--- src/rtl/oneshot_pkg.sv ---
package oneshot_pkg;

  typedef enum logic {
    MODE_ONCE    = 1'b0,
    MODE_RESTART = 1'b1
  } os_mode_e;

endpackage

--- src/rtl/os_trig_sync.sv ---
// Synchroniser chain plus history flop; reports one-cycle rise strobes.
module os_trig_sync #(
  parameter int STAGES = 2
) (
  input  logic clk,
  input  logic rst_n,
  input  logic async_i,
  output logic rise_o
);

  localparam int CHAIN_W = STAGES + 1;

  logic [CHAIN_W-1:0] chain_q;
  logic [CHAIN_W-1:0] chain_d;

  always_comb begin
    chain_d = {chain_q[CHAIN_W-2:0], async_i};
  end

  // Reset to all ones: a line that is high at release looks unchanged.
  always_ff @(posedge clk or negedge rst_n) begin
    if (!rst_n) begin
      chain_q <= '1;
    end else begin
      chain_q <= chain_d;
    end
  end

  assign rise_o = chain_q[STAGES-1] & ~chain_q[STAGES];

endmodule

--- src/rtl/os_pulse_timer.sv ---
// Down-counter with captured mode; decides acceptance of each strobe.
module os_pulse_timer
  import oneshot_pkg::*;
#(
  parameter int LEN_W = 16
) (
  input  logic             clk,
  input  logic             rst_n,
  input  logic             fire_i,
  input  os_mode_e         mode_i,
  input  logic [LEN_W-1:0] len_i,
  output logic             active_o
);

  localparam logic [LEN_W-1:0] LAST = LEN_W'(1);

  logic             active_q, active_d;
  logic [LEN_W-1:0] cnt_q, cnt_d;
  os_mode_e         mode_q, mode_d;
  logic             accept;
  logic             upd_en;

  always_comb begin
    accept = fire_i && (len_i != '0) &&
             (!active_q || (mode_q == MODE_RESTART));
    upd_en   = accept || active_q;
    active_d = active_q;
    cnt_d    = cnt_q;
    mode_d   = mode_q;
    if (accept) begin
      active_d = 1'b1;
      cnt_d    = len_i;
      mode_d   = mode_i;
    end else if (active_q) begin
      if (cnt_q == LAST) begin
        active_d = 1'b0;
        cnt_d    = '0;
      end else begin
        cnt_d = cnt_q - LAST;
      end
    end
  end

  always_ff @(posedge clk or negedge rst_n) begin
    if (!rst_n) begin
      active_q <= 1'b0;
      cnt_q    <= '0;
      mode_q   <= MODE_ONCE;
    end else if (upd_en) begin
      active_q <= active_d;
      cnt_q    <= cnt_d;
      mode_q   <= mode_d;
    end
  end

  assign active_o = active_q;

endmodule

--- src/rtl/mono_pulse_gen.sv ---
module mono_pulse_gen
  import oneshot_pkg::*;
#(
  parameter int LEN_W       = 16,
  parameter int SYNC_STAGES = 2
) (
  input  logic             clk,
  input  logic             rst_n,
  input  logic             trig_i,
  input  logic             mode_i,
  input  logic [LEN_W-1:0] len_i,
  output logic             pulse_o
);

  logic     rise;
  os_mode_e mode_sel;

  assign mode_sel = os_mode_e'(mode_i);

  os_trig_sync #(
    .STAGES (SYNC_STAGES)
  ) sync_i (
    .clk     (clk),
    .rst_n   (rst_n),
    .async_i (trig_i),
    .rise_o  (rise)
  );

  os_pulse_timer #(
    .LEN_W (LEN_W)
  ) timer_i (
    .clk      (clk),
    .rst_n    (rst_n),
    .fire_i   (rise),
    .mode_i   (mode_sel),
    .len_i    (len_i),
    .active_o (pulse_o)
  );

endmodule

--- config.mk ---
export PLATFORM = sky130hd
export DESIGN_NAME = mono_pulse_gen
export DESIGN_NICKNAME = d
export VERILOG_FILES = /design/src/rtl/oneshot_pkg.sv /design/src/rtl/os_trig_sync.sv /design/src/rtl/os_pulse_timer.sv /design/src/rtl/mono_pulse_gen.sv
export SDC_FILE = /design/constraint.sdc
export NUM_CORES = 1
export LEC_CHECK = 0
export ABC_CLOCK_PERIOD_IN_PS = 5000
export BUFFER_PORTS_ARGS = -buffer_cell sky130_fd_sc_hd__buf_2
export CAP_MARGIN = 0
export CORE_MARGIN = 10
export CORE_UTILIZATION = 45
export DETAILED_ROUTE_END_ITERATION = 7
export PLACE_DENSITY = 0.67
export SLEW_MARGIN = 20
export SYNTH_ARGS = -nofsm -noshare
export SYNTH_HDL_FRONTEND = slang
export SYNTH_SLANG_ARGS = --single-unit
--- constraint.sdc ---
create_clock -name clk -period 5 [get_ports clk]
set_input_delay 0.75 -clock clk [delete_from_list [all_inputs] [get_ports clk]]
set_output_delay 0.75 -clock clk [all_outputs]
set_load 0.005 [all_outputs]
==> results_dict.tcl <==
set metrics [dict create \
    status "finished, final reports clean" \
    hpwl_um 2672 \
    htreeDepth 1 \
    synth.distinct_cells 40 \
    clockBufferDepth 2 \
    layoutNonFillerInstCount 186 \
    finalCriticalPeriod_ns 2.622 \
    core_um2 2781 \
    row_count 19 \
    multi_input_area_um2 735.7 \
    vias_per_cell 6.677 \
    worstMarginPinSlew_ns 0.8775 \
    syn_inst 141 \
    critPathKind "reg -> reg" \
    syn_area_um2 1331 \
    drt-total-wl_um 3537 \
    critical_path.max_fanout 18 \
    power_density_nw_per_um2 484.5 \
    cts_made_buffers 3 \
    place_congestion 0.8862 \
    post_drt_wl_per_cell_um 19.02 \
    grt_antenna_before_repair 0 \
    fmax_mhz 381.4 \
    worstPathArrival_ns 2.84 \
    postCtsHoldBufs 0 \
    syn_nets 163 \
    yosys.area.top_type "dfrtp_1" \
    syn_avg_cell_area_um2 9.442 \
    max_slew_margin_pct 41.25 \
    cp-end-kind "register" \
    ir_drop_mv 0.4085 \
    port_buffers 20 \
    grt_start_max_net_pins 22 \
    n_antenna_cell 0 \
    grtUsageTotal_pct 13.16 \
    cts_sinks 21 \
    ioPinCount 21 \
    clkLatencyLatePin_ns 0.32 \
    clock-skew-final_ns 0.004793 \
    p_leak_nw 0.5210 \
    area_growth_pct 8.835 \
    clockRootBuffer "clkbuf_4" \
    critPathRequiredTime_ns 5.21 \
    finish.utilization_pct 52.09 \
    nNetsFinal 178 \
    maxSlewViolCount 0 \
    initial_core_util_pct 47.86 \
    synth_seq_cells 21 \
    dp.cells 182 \
    grt_pass1_wl_um 5747 \
    path_clk_slew_ns 0.12 \
    finalCritPeriodShare_pct 52.44 \
    tritoncts "done" \
    synthTopCellsByArea "dfrtp_1, dfstp_2, a31oi_1" \
    fillCellCount 263 \
    cap_viol_max_count 0 \
    seqCellArea_um2 529.3 \
    dieArea_um2 5534 \
    rsz0062_at_grt "no" \
    ys_seq_area_share_pct 39.76 \
    setup_viol 0 \
    drt-initial-drc-count 93 \
    drc_errors 0 \
    layout-drive-gt1-share_pct 27.10 \
    firstDrtPassIters 4 \
    post_cts_buffers 0 \
    hold_class "reg -> reg" \
    yosysTopAreaCellShare_pct 33.83 \
    die_h_um 74.39 \
    vias 1242 \
    ant_nets 0 \
    first_global_vias 1234 \
    power_mw 0.7020 \
    final-hold-violation-count 0 \
    cts.repair.resized 0 \
    fp.dieW_um 74.39 \
    yosysWarnings 0 \
    overflow 0 \
    critPathLaunchType "register" \
    tns_ns 0 \
]
metrics by stage:
| step | area [µm²] | setup WS (ns) | hold WS (ns) |
|---|---|---|---|
| floorplan | 1331 | 3.021 | 0.3452 |
| global placement | 1419 | 2.294 | 0.3468 |
| detailed placement | 1419 | 2.311 | 0.3491 |
| CTS | 1449 | 2.422 | 0.3677 |
| global route | 1449 | 2.116 | 0.3690 |
| finish | 1449 | 2.378 | 0.3650 |
where the power goes:
part / switching, mW / internal [mW] / total (mW)
clock: 0.0561 / 0.0306 / 0.0867
combinational: 0.124 / 0.132 / 0.256
sequential: 0.118 / 0.241 / 0.359
total: 0.299 / 0.403 / 0.702
kinds of logic (layout without fill, tap and decap cells):
| logic type | Yosys count | in the layout | share of synthesized area [%] |
|---|---|---|---|
| AND/OR/NAND/NOR | 59 | 59 | 28.39 |
| AO/OA/AOI/OAI | 41 | 41 | 21.62 |
| flip-flops | 21 | 21 | 39.76 |
| buffers and inverters | 14 | 28 | 4.980 |
| multiplexers | 4 | 4 | 3.383 |
| adder cells (fa/ha/maj) | 2 | 2 | 1.879 |
area by class of cell:
type / instances / share of cell area [%]
Multi-Input combinational cell: 106 / 50.78
Clock inverter: 1 / 0.5181
Clock buffer: 3 / 1.554
Timing Repair Buffer: 20 / 6.908
Sequential cell: 21 / 36.53
Inverter: 4 / 1.036
Tap cell: 31 / 2.677
metal layers:
layer | global-route usage, % | share of wire [%] | vias up
met5 | 0 | 0 | -
met4 | 5.894 | 2.3 | 0
met3 | 4.122 | 6.1 | 12
met2 | 20.75 | 49 | 39
met1 | 16.03 | 43 | 601
li1 | - | - | 590
placed cells by master, fill, tap and decap left out, types with 3 or more instances in the layout:
cell type   n
dfstp_2     3
o31ai_1     3
a31oi_1     8
dfrtp_1    18
or3_1       3
clkbuf_4    3
nand2_1    11
mux2_2      4
nand4_1     3
o21ai_0     8
nor2_1      3
or4_1       5
nor4_1      7
a21oi_1     3
inv_1       4
o2bb2ai_1   4
buf_2      20
nor3_1     10
o41ai_1     4
o22ai_1     3
o22a_1      3
path summary, 6_finish.rpt:
check	to	slack, ns	depth (start not counted)	startpoint
max in group asynchronous	sync_i.chain_q[2]$_DFF_PN1_	4.28	1	rst_n
worst max-delay path	timer_i.cnt_q[3]$_DFFE_PN0P_	2.38	4	timer_i.active_o$_DFFE_PN0P_
worst max register to register	timer_i.cnt_q[3]$_DFFE_PN0P_	2.38	4	timer_i.active_o$_DFFE_PN0P_
worst min-delay path	sync_i.chain_q[1]$_DFF_PN1_	0.36	0	sync_i.chain_q[0]$_DFF_PN1_
worst min register to register	sync_i.chain_q[1]$_DFF_PN1_	0.36	0	sync_i.chain_q[0]$_DFF_PN1_
min in group asynchronous	timer_i.cnt_q[13]$_DFFE_PN0P_	0.37	1	rst_n
flip-flops by register name, indices dropped and copies added (netlist names):
signal	count
timer_i.active_o	1
timer_i.mode_q	1
sync_i.chain_q	3
timer_i.cnt_q	16
cells in the mapped netlist:
| cell type | number |
|---|---|
| a31o_2 | 1 |
| inv_1 | 4 |
| or2_2 | 1 |
| or3b_2 | 1 |
| nor2b_1 | 1 |
| a21oi_1 | 3 |
| nor4b_1 | 2 |
| a31oi_1 | 8 |
| o211ai_1 | 1 |
| or4_4 | 1 |
| nor3_1 | 10 |
| ha_1 | 2 |
| nor3_4 | 1 |
| or3_2 | 1 |
| and4_1 | 2 |
| buf_2 | 5 |
| nand3_2 | 1 |
| nand2_1 | 11 |
| o21ai_0 | 8 |
| o2bb2ai_1 | 4 |
| clkbuf_1 | 4 |
| or3_1 | 3 |
| nand2b_1 | 2 |
| o22ai_1 | 3 |
| dfrtp_1 | 18 |
| or4_1 | 5 |
| nor4_2 | 2 |
| o31a_1 | 1 |
| dfstp_2 | 3 |
| nor3b_1 | 1 |
| o31ai_1 | 3 |
| nor2_1 | 3 |
| buf_6 | 1 |
| mux2_2 | 4 |
| o22a_2 | 2 |
| o41ai_1 | 4 |
| or4b_1 | 1 |
| o22a_1 | 3 |
| nand4_1 | 3 |
| nor4_1 | 7 |
critical path, stage by stage, from the launching register on:
cell and delay [ns]:
dfrtp_1 0.57, inv_1 0.29, o211ai_1 0.79, or2_2 0.48, mux2_2 0.38
Note: power is estimated with default switching activity, not from simulation.
